<file path="src/rtl/pkt_rx_pkg.sv">
package pkt_rx_pkg;

  localparam int WORD_W         = 32;
  localparam int BYTES_PER_WORD = 4;

  typedef enum logic [2:0] {
    REG_OCC  = 3'd0,
    REG_LEN  = 3'd1,
    REG_DEST = 3'd2,
    REG_DATA = 3'd3,
    REG_IRQ  = 3'd4
  } reg_sel_e;

endpackage

</file>
<file path="src/rtl/prf_sync_fifo.sv">
module prf_sync_fifo #(
  parameter int W     = 32,
  parameter int DEPTH = 16
) (
  input  logic         clk,
  input  logic         rst_n,
  input  logic         push,
  input  logic [W-1:0] din,
  input  logic         pop,
  output logic [W-1:0] head,
  output logic         full,
  output logic         empty
);

  localparam int AW = (DEPTH > 1) ? $clog2(DEPTH) : 1;
  localparam int CW = $clog2(DEPTH + 1);
  localparam logic [AW-1:0] LAST_IDX = AW'(DEPTH - 1);
  localparam logic [CW-1:0] FULL_CNT = CW'(DEPTH);

  logic [W-1:0]  mem [DEPTH];
  logic [AW-1:0] wr_ptr_q, wr_ptr_d;
  logic [AW-1:0] rd_ptr_q, rd_ptr_d;
  logic [CW-1:0] cnt_q, cnt_d;

  assign full  = (cnt_q == FULL_CNT);
  assign empty = (cnt_q == '0);
  assign head  = mem[rd_ptr_q];

  always_comb begin
    wr_ptr_d = wr_ptr_q;
    rd_ptr_d = rd_ptr_q;
    cnt_d    = cnt_q;
    if (push) wr_ptr_d = (wr_ptr_q == LAST_IDX) ? '0 : wr_ptr_q + 1'b1;
    if (pop)  rd_ptr_d = (rd_ptr_q == LAST_IDX) ? '0 : rd_ptr_q + 1'b1;
    if (push && !pop)      cnt_d = cnt_q + 1'b1;
    else if (pop && !push) cnt_d = cnt_q - 1'b1;
  end

  always_ff @(posedge clk or negedge rst_n) begin
    if (!rst_n) begin
      wr_ptr_q <= '0;
      rd_ptr_q <= '0;
      cnt_q    <= '0;
    end else if (push || pop) begin
      wr_ptr_q <= wr_ptr_d;
      rd_ptr_q <= rd_ptr_d;
      cnt_q    <= cnt_d;
    end
  end

  always_ff @(posedge clk) begin
    if (push) mem[wr_ptr_q] <= din;
  end

  assert_no_overflow_R7: assert property (@(posedge clk) disable iff (!rst_n)
    push |-> (!full || pop));

  assert_no_underflow_R5: assert property (@(posedge clk) disable iff (!rst_n)
    pop |-> !empty);

endmodule

</file>
<file path="src/rtl/prf_ingress.sv">
module prf_ingress #(
  parameter int DEST_W = 4,
  parameter int DEPTH  = 16,
  parameter int CNT_W  = 5
) (
  input  logic              clk,
  input  logic              rst_n,
  input  logic              s_tvalid,
  input  logic              s_tlast,
  input  logic [DEST_W-1:0] s_tdest,
  input  logic              data_full,
  input  logic              lenq_full,
  output logic              s_tready,
  output logic              beat_acc,
  output logic              pkt_done,
  output logic [CNT_W-1:0]  pkt_words,
  output logic [DEST_W-1:0] pkt_dest
);

  logic [CNT_W-1:0] cur_words_q, cur_words_d;

  assign s_tready  = !data_full && !lenq_full;
  assign beat_acc  = s_tvalid && s_tready;
  assign pkt_done  = beat_acc && s_tlast;
  assign pkt_words = cur_words_q + 1'b1;
  assign pkt_dest  = s_tdest;

  always_comb begin
    cur_words_d = cur_words_q;
    if (beat_acc) cur_words_d = s_tlast ? '0 : cur_words_q + 1'b1;
  end

  always_ff @(posedge clk or negedge rst_n) begin
    if (!rst_n)        cur_words_q <= '0;
    else if (beat_acc) cur_words_q <= cur_words_d;
  end

  assert_partial_fits_store_R7: assert property (@(posedge clk) disable iff (!rst_n)
    cur_words_q < CNT_W'(DEPTH));

endmodule

</file>
<file path="src/rtl/prf_regs.sv">
module prf_regs
  import pkt_rx_pkg::*;
#(
  parameter int DEST_W = 4,
  parameter int CNT_W  = 5
) (
  input  logic              clk,
  input  logic              rst_n,
  input  logic              reg_req,
  input  logic              reg_we,
  input  logic [2:0]        reg_addr,
  input  logic [WORD_W-1:0] reg_wdata,
  output logic [WORD_W-1:0] reg_rdata,
  output logic              reg_rvalid,
  output logic              irq,
  input  logic              pkt_done,
  input  logic [CNT_W-1:0]  pkt_words,
  input  logic              lenq_empty,
  input  logic [CNT_W-1:0]  lenq_words,
  input  logic [DEST_W-1:0] lenq_dest,
  output logic              claim,
  input  logic              data_empty,
  input  logic [WORD_W-1:0] data_head,
  output logic              data_pop
);

  logic [CNT_W-1:0]  occ_q, occ_d;
  logic [CNT_W-1:0]  left_q, left_d;
  logic [DEST_W-1:0] dest_q;
  logic              irq_q, irq_d;
  logic [WORD_W-1:0] rdata_q, rdata_d;
  logic              rvalid_q;
  logic              rd_req, irq_clr;
  logic [CNT_W-1:0]  add_words, sub_words;
  logic              unused_wdata;

  assign unused_wdata = ^reg_wdata[WORD_W-1:1];

  assign rd_req   = reg_req && !reg_we;
  assign claim    = rd_req && (reg_addr == REG_LEN) && !lenq_empty;
  assign data_pop = rd_req && (reg_addr == REG_DATA) && (left_q != '0);
  assign irq_clr  = reg_req && reg_we && (reg_addr == REG_IRQ) && reg_wdata[0];

  assign add_words = pkt_done ? pkt_words  : '0;
  assign sub_words = claim    ? lenq_words : '0;

  always_comb begin
    occ_d  = occ_q + add_words - sub_words;
    left_d = left_q + sub_words - (data_pop ? CNT_W'(1) : CNT_W'(0));
    irq_d  = pkt_done || (irq_q && !irq_clr);
  end

  always_comb begin
    rdata_d = '0;
    case (reg_addr)
      REG_OCC:  rdata_d = 32'(occ_q);
      REG_LEN:  rdata_d = claim ? (32'(lenq_words) * BYTES_PER_WORD) : '0;
      REG_DEST: rdata_d = 32'(dest_q);
      REG_DATA: rdata_d = data_pop ? data_head : '0;
      REG_IRQ:  rdata_d = {31'd0, irq_q};
      default:  rdata_d = '0;
    endcase
  end

  always_ff @(posedge clk or negedge rst_n) begin
    if (!rst_n) begin
      occ_q    <= '0;
      left_q   <= '0;
      dest_q   <= '0;
      irq_q    <= 1'b0;
      rdata_q  <= '0;
      rvalid_q <= 1'b0;
    end else begin
      rvalid_q <= rd_req;
      irq_q    <= irq_d;
      if (pkt_done || claim) occ_q  <= occ_d;
      if (claim || data_pop) left_q <= left_d;
      if (claim)             dest_q <= lenq_dest;
      if (rd_req)            rdata_q <= rdata_d;
    end
  end

  assign reg_rdata  = rdata_q;
  assign reg_rvalid = rvalid_q;
  assign irq        = irq_q;

  assert_occ_matches_queue_R3: assert property (@(posedge clk) disable iff (!rst_n)
    (occ_q == '0) == lenq_empty);

  assert_claimed_words_held_R5: assert property (@(posedge clk) disable iff (!rst_n)
    (left_q != '0) |-> !data_empty);

  assert_irq_on_last_R8: assert property (@(posedge clk) disable iff (!rst_n)
    pkt_done |=> irq);

  assert_empty_len_read_inert_R6: assert property (@(posedge clk) disable iff (!rst_n)
    (rd_req && reg_addr == REG_LEN && lenq_empty && !pkt_done) |=> $stable(occ_q));

  assert_read_answered_R9: assert property (@(posedge clk) disable iff (!rst_n)
    rd_req |=> reg_rvalid);

endmodule

</file>
<file path="src/rtl/pkt_rx_fifo.sv">
module pkt_rx_fifo
  import pkt_rx_pkg::*;
#(
  parameter int DATA_DEPTH = 64,
  parameter int MAX_PKTS   = 8,
  parameter int DEST_W     = 4
) (
  input  logic              clk,
  input  logic              rst_n,
  input  logic              s_tvalid,
  output logic              s_tready,
  input  logic [31:0]       s_tdata,
  input  logic              s_tlast,
  input  logic [DEST_W-1:0] s_tdest,
  input  logic              reg_req,
  input  logic              reg_we,
  input  logic [2:0]        reg_addr,
  input  logic [31:0]       reg_wdata,
  output logic [31:0]       reg_rdata,
  output logic              reg_rvalid,
  output logic              irq
);

  localparam int CNT_W  = $clog2(DATA_DEPTH + 1);
  localparam int LENQ_W = DEST_W + CNT_W;

  logic [1:0] rst_sync_q;
  logic       rst_n_int;

  always_ff @(posedge clk or negedge rst_n) begin
    if (!rst_n) rst_sync_q <= 2'b00;
    else        rst_sync_q <= {rst_sync_q[0], 1'b1};
  end
  assign rst_n_int = rst_sync_q[1];

  logic              beat_acc, pkt_done, claim, data_pop;
  logic              data_full, data_empty, lenq_full, lenq_empty;
  logic [CNT_W-1:0]  pkt_words, lenq_words;
  logic [DEST_W-1:0] pkt_dest, lenq_dest;
  logic [31:0]       data_head;
  logic [LENQ_W-1:0] lenq_head;

  prf_ingress #(.DEST_W(DEST_W), .DEPTH(DATA_DEPTH), .CNT_W(CNT_W)) u_ingress (
    .clk       (clk),
    .rst_n     (rst_n_int),
    .s_tvalid  (s_tvalid),
    .s_tlast   (s_tlast),
    .s_tdest   (s_tdest),
    .data_full (data_full),
    .lenq_full (lenq_full),
    .s_tready  (s_tready),
    .beat_acc  (beat_acc),
    .pkt_done  (pkt_done),
    .pkt_words (pkt_words),
    .pkt_dest  (pkt_dest)
  );

  prf_sync_fifo #(.W(WORD_W), .DEPTH(DATA_DEPTH)) u_word_store (
    .clk   (clk),
    .rst_n (rst_n_int),
    .push  (beat_acc),
    .din   (s_tdata),
    .pop   (data_pop),
    .head  (data_head),
    .full  (data_full),
    .empty (data_empty)
  );

  prf_sync_fifo #(.W(LENQ_W), .DEPTH(MAX_PKTS)) u_len_queue (
    .clk   (clk),
    .rst_n (rst_n_int),
    .push  (pkt_done),
    .din   ({pkt_dest, pkt_words}),
    .pop   (claim),
    .head  (lenq_head),
    .full  (lenq_full),
    .empty (lenq_empty)
  );

  assign lenq_words = lenq_head[CNT_W-1:0];
  assign lenq_dest  = lenq_head[LENQ_W-1:CNT_W];

  prf_regs #(.DEST_W(DEST_W), .CNT_W(CNT_W)) u_regs (
    .clk        (clk),
    .rst_n      (rst_n_int),
    .reg_req    (reg_req),
    .reg_we     (reg_we),
    .reg_addr   (reg_addr),
    .reg_wdata  (reg_wdata),
    .reg_rdata  (reg_rdata),
    .reg_rvalid (reg_rvalid),
    .irq        (irq),
    .pkt_done   (pkt_done),
    .pkt_words  (pkt_words),
    .lenq_empty (lenq_empty),
    .lenq_words (lenq_words),
    .lenq_dest  (lenq_dest),
    .claim      (claim),
    .data_empty (data_empty),
    .data_head  (data_head),
    .data_pop   (data_pop)
  );

endmodule

</file>
<file path="config.mk">
export PLATFORM = sky130hd
export DESIGN_NAME = pkt_rx_fifo
export DESIGN_NICKNAME = d
export VERILOG_FILES = /design/src/rtl/pkt_rx_pkg.sv /design/src/rtl/prf_sync_fifo.sv /design/src/rtl/prf_ingress.sv /design/src/rtl/prf_regs.sv /design/src/rtl/pkt_rx_fifo.sv
export SDC_FILE = /design/constraint.sdc
export NUM_CORES = 2
export LEC_CHECK = 0
export BUFFER_PORTS_ARGS = -buffer_cell sky130_fd_sc_hd__buf_2
export CORE_MARGIN = 10
export CORE_UTILIZATION = 60
export DETAILED_ROUTE_END_ITERATION = 8
export GPL_TIMING_DRIVEN = 1
export PLACE_DENSITY = 0.76
export SLEW_MARGIN = 10
export SYNTH_ARGS = -nofsm -noshare
export SYNTH_HDL_FRONTEND = slang
export SYNTH_SLANG_ARGS = --single-unit
</file>
<file path="constraint.sdc">
create_clock -name clk -period 4.7 [get_ports clk]
set_clock_uncertainty 0.15 [all_clocks]
set_input_delay 0.47 -clock clk [delete_from_list [all_inputs] [get_ports clk]]
set_output_delay 0.47 -clock clk [all_outputs]
set_load 0.01 [all_outputs]
</file>
Word-level counts from Yosys, hierarchy flattened --
Memories as Yosys holds them, arrays and structs flattened. Cells that the tools add are included.
Operators by class: reductions and logical operators 40, equality and inequality tests 10, mux-type cells 19, $add $sub $neg 13
Operators by type and width (number):
- 32-bit one-hot mux with 5 select lines | 1
- 7-bit 2-to-1 mux | 5
- 32-bit 2-to-1 mux | 1
- 1-bit logical AND | 16
- 7-bit by 1-bit adder with 7-bit output, second input constant | 2
- 7-bit adder | 2
- 7-bit subtractor | 2
- 6-bit by 1-bit adder with 6-bit output, second input constant | 2
- 6-bit equality test, second input constant | 2
- 6-bit 2-to-1 mux | 2
- 2-bit AND reduction | 6
- 3-bit equality test, second input constant | 3
- 1-bit logical NOT | 9
- 9-bit 2-to-1 mux | 1
- 4-bit 2-to-1 mux | 2
- 7-bit equality test, second input constant | 1
- 7-bit nonzero test | 1
- 7-bit by 1-bit subtractor with 7-bit output, second input constant | 1
- 3-bit by 1-bit adder with 3-bit output, second input constant | 2
- 3-bit by 2-bit equality test with 1-bit output, second input constant | 2
- 3-bit 2-to-1 mux | 2
- 1-bit 2-to-1 mux | 5
- 4-bit by 1-bit adder with 4-bit output, second input constant | 1
- 4-bit equality test, second input constant | 1
- 6 further kinds | 10
Storage, ports and cells: memories 2, register bits 90, memory bits (writable) 2136, logic and storage cells 98, input port bits 77, output and inout bits 35
Memory list:
- u_word_store.mem | depth 64, width 32, rd ports 1, clocked after memory_dff 0, wr ports 1, RTL line prf_sync_fifo.sv:20 | logic [W-1:0] mem [DEPTH];
- u_len_queue.mem | depth 8, width 11, rd ports 1, clocked after memory_dff 0, wr ports 1, RTL line prf_sync_fifo.sv:20

Logic depth before layout (Yosys ltp) --
word-level depth 9, gate-level depth with buffers 18

Modules after synthesis --
Synthesis repeated with hierarchy kept, for this count alone.
Second synthesis, totals: cell total of the unflattened synthesis 3877, area, all modules 86635.6 um2
Modules (own cells, without submodules):
- prf_sync_fifo at u_word_store | times used 1, area each 79053.3 um2, cells each 3336, seq. area each 61974.4 um2
- prf_sync_fifo at u_len_queue | times used 1, area each 4060.1 um2, cells each 197, seq. area each 2892.8 um2
- prf_regs | times used 1, area each 3019.1 um2, cells each 291, seq. area each 1301.2 um2
- prf_ingress | times used 1, area each 449.2 um2, cells each 50, seq. area each 175.2 um2
- pkt_rx_fifo | times used 1, area each 53.8 um2, cells each 3, seq. area each 50.0 um2

Worst setup path before layout --
Ideal clock, no wire load.
path kind input -> register, from input reg_addr[2], to register u_regs.left_q[6], buffers on the path 4, setup slack 0.663 ns, arrival 3.765 ns, data required time 4.428 ns, stages 18, setup time 0.122 ns, path through clkbuf_1 nand2b_1 a211o_1 clkbuf_1 inv_1 clkbuf_1 buf_1 ha_1 inv_1 ha_1 inv_1 fa_1 nand2b_1 a21oi_1 o21a_1 nor3_1 mux2_2 xor2_1
Between the ends: longest elaborated chain between the ends 6, elaborated cells between the ends (all ways) 11, classes of those cells add/sub (2); eq/ne (2); mux (2); reduce/logical (5)
RTL lines:
- from (decl) | RTL line pkt_rx_fifo.sv:17 | input logic [2:0] reg_addr,
- 3-bit by 1-bit equality test with 1-bit output | RTL line prf_regs.sv:40 | assign claim = rd_req && (reg_addr == REG_LEN) && !lenq_empty;
- 1-bit logical AND (2 in a row) | RTL line prf_regs.sv:40
- 7-bit 2-to-1 mux | RTL line prf_regs.sv:45 | assign sub_words = claim ? lenq_words : '0;
- 7-bit adder | RTL line prf_regs.sv:49 | left_d = left_q + sub_words - (data_pop ? CNT_W'(1) : CNT_W'(0));
- 7-bit subtractor | RTL line prf_regs.sv:49
- to (signal assigned) | RTL line prf_regs.sv:77 | if (claim || data_pop) left_q <= left_d;
- to (decl) | RTL line prf_regs.sv:28 | logic [CNT_W-1:0] left_q, left_d;
Several ways; a longest one is shown, not always the timed one. A chain may end at the register's enable or synchronous reset.

Final worst setup path --
from register u_word_store.cnt_q[3], to register u_word_store.cnt_q[6]
Between the ends: longest elaborated chain between the ends 8, elaborated cells between the ends (all ways) 14, classes of those cells add/sub (2); eq/ne (1); mux (2); reduce/logical (9)
RTL lines:
- from (decl) | RTL line prf_sync_fifo.sv:23 | logic [CW-1:0] cnt_q, cnt_d;
- from (signal assigned) | RTL line prf_sync_fifo.sv:47 | cnt_q <= cnt_d;
- 7-bit equality test * | RTL line prf_sync_fifo.sv:25 | assign full = (cnt_q == FULL_CNT);
- 1-bit logical NOT * | RTL line prf_ingress.sv:22 | assign s_tready = !data_full && !lenq_full;
- 1-bit logical AND * | RTL line prf_ingress.sv:22
- 1-bit logical AND * | RTL line prf_ingress.sv:23 | assign beat_acc = s_tvalid && s_tready;
- named net beat_acc | RTL line pkt_rx_fifo.sv:36 | logic beat_acc, pkt_done, claim, data_pop;
- 1-bit logical NOT | RTL line prf_sync_fifo.sv:36 | else if (pop && !push) cnt_d = cnt_q - 1'b1;
- 1-bit logical AND | RTL line prf_sync_fifo.sv:36
- 2-bit nonzero test (no source line)
- 2-bit AND reduction (no source line)
The timed path passes the listed nets; every way through them passes the cells marked *. The select of a mux whose other input is x is not followed.

==> impl_metrics.prom <==
# TYPE chip_impl_metric gauge
chip_impl_info{name="layout_common_cells",value="edfxtp_1, mux4_2, clkbuf_16"} 1
chip_impl_metric{name="total_nets_final",unit=""} 4199
chip_impl_metric{name="detailed_place_hpwl",unit="mm"} 108
chip_impl_metric{name="port_buffers",unit=""} 80
chip_impl_metric{name="cts_setup_buffers",unit=""} 0
chip_impl_metric{name="share_of_the_cycle_needed_by_the_critical_path_after_routing",unit="%"} 88.9
chip_impl_metric{name="slew_limit_headroom",unit="%"} 17.4
chip_impl_metric{name="post_route_cells_drive_above_1_share",unit="%"} 30.3
chip_impl_metric{name="clock.fmax",unit="GHz"} 0.239
chip_impl_info{name="hold_path.class",value="in -> reg"} 1
chip_impl_metric{name="syn-num-nets",unit=""} 3933
chip_impl_metric{name="fillers",unit=""} 8545
chip_impl_metric{name="cellLeakagePower",unit="nW"} 30.7
chip_impl_info{name="layout_commonest_cell",value="edfxtp_1"} 1
chip_impl_metric{name="route.vias.total",unit=""} 41700
chip_impl_metric{name="die_width",unit="µm"} 399
chip_impl_metric{name="seq_power_share",unit="%"} 46.3
chip_impl_metric{name="grt_pass1_wl",unit="mm"} 303
chip_impl_metric{name="synth_seq_cells",unit=""} 2226
chip_impl_metric{name="post_drt_wl_per_cell",unit="µm"} 33.6
chip_impl_metric{name="syn_avg_cell_area",unit="µm²"} 22.7
chip_impl_metric{name="clock_tree.buffer_depth",unit=""} 3
chip_impl_metric{name="period_needed",unit="ps"} 4180
chip_impl_metric{name="drv_slew",unit=""} 0
chip_impl_metric{name="finish.utilization",unit="%"} 67.8
chip_impl_info{name="hold_start",value="s_tdata[10]"} 1
chip_impl_metric{name="tightestPinTransition",unit="ps"} 1240
chip_impl_metric{name="max-cap-violations",unit=""} 0
chip_impl_info{name="criticalPathCategory",value="reg -> reg"} 1
chip_impl_metric{name="design.die.area",unit="µm²"} 160000
chip_impl_metric{name="clock_sink_count",unit=""} 2226
chip_impl_metric{name="ys_seq_area_share",unit="%"} 76.8
chip_impl_metric{name="cts-buffers-inserted",unit=""} 210
chip_impl_metric{name="std_cell_rows",unit=""} 139
chip_impl_metric{name="worstPathArrival",unit="ps"} 4800
chip_impl_metric{name="htreeDepth",unit=""} 4
chip_impl_metric{name="synthCells",unit=""} 3810
chip_impl_metric{name="antenna_violations_before_repair",unit=""} 9
chip_impl_metric{name="yosysWarningCount",unit=""} 0
chip_impl_info{name="ys.flop_type",value="edfxtp_1"} 1
chip_impl_metric{name="swShare",unit="%"} 26.2
chip_impl_metric{name="power_density",unit="nW/µm²"} 513
chip_impl_metric{name="cp_max_fo",unit=""} 19
chip_impl_metric{name="io_pins",unit=""} 112
chip_impl_metric{name="vias_in_the_first_global_route",unit=""} 42700
chip_impl_metric{name="grt_start_max_net_pins",unit=""} 83
chip_impl_metric{name="first_iteration_detailed_routing_drc_count",unit=""} 5417
chip_impl_metric{name="initial_core_util",unit="%"} 60.3
chip_impl_metric{name="die_h",unit="µm"} 399
chip_impl_metric{name="switching_power",unit="mW"} 13.1
chip_impl_metric{name="hold_violations",unit=""} 0
chip_impl_metric{name="synth_edf_count",unit=""} 2136
chip_impl_metric{name="setup_viol",unit=""} 0
chip_impl_metric{name="design.core.area",unit="µm²"} 143000
chip_impl_metric{name="synth.lib_cells_used.distinct",unit=""} 66
chip_impl_metric{name="globalRouteTotalUtil",unit="%"} 26.4
chip_impl_info{name="cts_tree",value="built"} 1
chip_impl_metric{name="power_frac_clock",unit="%"} 33.7
chip_impl_metric{name="routabilityCongestion",unit=""} 0.809
chip_impl_metric{name="syn_area",unit="µm²"} 86400
chip_impl_metric{name="drt-pass1-iter-count",unit=""} 5
chip_impl_metric{name="overall_routed_net_length",unit="mm"} 207
chip_impl_metric{name="postCtsHoldBufs",unit=""} 15
chip_impl_metric{name="power.total",unit="mW"} 49.9
chip_impl_info{name="type_of_element_launching_the_critical_path",value="register"} 1
chip_impl_info{name="outcome",value="complete, no violations"} 1
chip_impl_info{name="root_buffer",value="clkbuf_16"} 1
chip_impl_metric{name="clock_latency_of_the_later_clocked_register_in_the_worst_skew_pair",unit="ps"} 840
chip_impl_metric{name="clk_pin_slew_worst_paths",unit="ps"} 70
chip_impl_metric{name="peak_supply_drop",unit="mV"} 0.439
chip_impl_metric{name="comb_power_share",unit="%"} 20.1
chip_impl_info{name="timing.critical_path.to_type",value="register"} 1
chip_impl_metric{name="intPower",unit="mW"} 36.8
chip_impl_metric{name="area.growth.synth_to_final",unit="%"} 12.5
chip_impl_metric{name="cts-resized-gates",unit=""} 0
chip_impl_metric{name="drt_drc_violations_left",unit=""} 0
chip_impl_metric{name="async_reset_ff_share",unit="%"} 4.04
chip_impl_metric{name="global_route_overflow",unit=""} 0
chip_impl_metric{name="crit_required",unit="ps"} 5320
chip_impl_info{name="critical_path.startpoint",value="u_word_store.cnt_q[3]"} 1
chip_impl_metric{name="vias_per_cell",unit=""} 6.77
chip_impl_info{name="reg2reg_from",value="u_word_store.cnt_q[3]"} 1
chip_impl_metric{name="timing.setup.tns",unit="ps"} 0
chip_impl_info{name="grt_setup_unrepaired",value="false"} 1
chip_impl_metric{name="route.antenna.remaining_nets",unit=""} 0
==> metal layers <==
layer  track usage [%]  part of all wire, %
met3              6.74                   11
met1              36.5                   37
met5                 0                0.027
met2              41.5                   49
met4              9.20                  3.5
==> power by group through the flow <==
stage / sequential [mW] / clock (mW) / combinational [mW]
after floorplan: 23.2 / 0 / 7.11
after global placement: 23.4 / 0 / 9.76
after detailed placement: 23.5 / 0 / 9.88
after CTS: 23.1 / 17.0 / 10.1
after global routing: 23.1 / 17.7 / 10.7
final: 23.1 / 16.8 / 10.0
==> synth_stat cells, drive strengths merged, types with 6 or more instances <==
cell	n	area (µm²)
o22a	23	201
o31ai	7	52.6
o21bai	6	45.0
nor2b	6	37.5
nand3	10	50.1
fa	9	180
mux4	600	13500
mux2	66	743
o21ai	59	295
xor2	11	96.3
nand3b	7	52.6
clkbuf	93	349
ha	37	463
xnor2	17	149
a221oi	24	210
buf	106	608
edfxtp	2136	64100
a21oi	27	135
nand2	108	405
mux2i	93	931
nor2	102	383
dfrtp	90	2250
inv	49	184
o221ai	21	184
nand2b	10	62.6
a31oi	8	50.1
a21o	7	52.6
nor3	15	75.1
==> final timing paths <==
check | end | slack, ps | depth (start not counted)
max | u_word_store.cnt_q[6] | 520 | 13
min | u_word_store.mem[44][10] | 40 | 1
max reg2reg | u_word_store.cnt_q[6] | 520 | 13
min reg2reg | rst_sync_q[1] | 230 | 0
max in group asynchronous | u_word_store.rd_ptr_q[4] | 2980 | 1
min in group asynchronous | rst_sync_q[0] | 330 | 3
==> flip-flops by register name, summed over array words and instances, names as in the netlist <==
register / count
u_word_store.cnt_q: 7
u_len_queue.wr_ptr_q: 3
u_regs.occ_q: 7
rst_sync_q: 2
u_regs.dest_q: 4
u_len_queue.mem: 88
u_regs.left_q: 7
u_regs.reg_rvalid: 1
u_len_queue.rd_ptr_q: 3
u_regs.irq: 1
u_word_store.mem: 2048
u_ingress.cur_words_q: 7
u_len_queue.cnt_q: 4
u_regs.reg_rdata: 32
u_word_store.wr_ptr_q: 6
u_word_store.rd_ptr_q: 6
==> layout make-up <==
type                    instances  area [µm²]  area share, %
diodes                          2        5.00        0.00515
repair buffers                253        1980           2.04
multi-input cells            1335       19400           19.9
inverters                      50         188          0.193
clock buffers                 267        5750           5.92
flip-flops and latches       2226       66400           68.3
well taps                    1903        2380           2.45
clock inverters               133        1130           1.16
==> worst max-delay path, stage by stage (launching register included) <==
cell and delay, ps:
dfrtp_1 390, or4b_2 710, o211ai_1 430, buf_4 360, inv_2 190, ha_1 260, inv_1 220, ha_1 320
a21o_1 190, a21oi_1 210, o21bai_1 80, a21oi_1 190, mux2i_1 230, xor2_1 160
==> logic make-up (layout without fill, tap and decap cells) <==
| logic type | count (synthesis) | in the layout | share of synthesized area, % |
|---|---|---|---|
| flip-flops | 2226 | 2226 | 76.8 |
| multiplexers | 759 | 759 | 17.6 |
| AND/OR/NAND/NOR | 286 | 286 | 1.48 |
| buffers and inverters | 249 | 703 | 1.33 |
| AO/OA/AOI/OAI | 215 | 215 | 1.74 |
| adder cells (fa/ha/maj) | 46 | 46 | 0.744 |
| XOR/XNOR | 28 | 28 | 0.284 |
| other | 1 | 3 | 0.00434 |
==> stage by stage <==
stage,std cells,instance area (µm²),hold WS [ps],setup WS [ps]
global placement,5748,90100,104,610
finish,6169,97200,42.2,521
CTS,6163,97100,30.7,563
floorplan,3810,86400,24.4,663
detailed placement,5748,90100,111,585
global route,6168,97200,61.0,254
(Power assumes the default switching activity.)
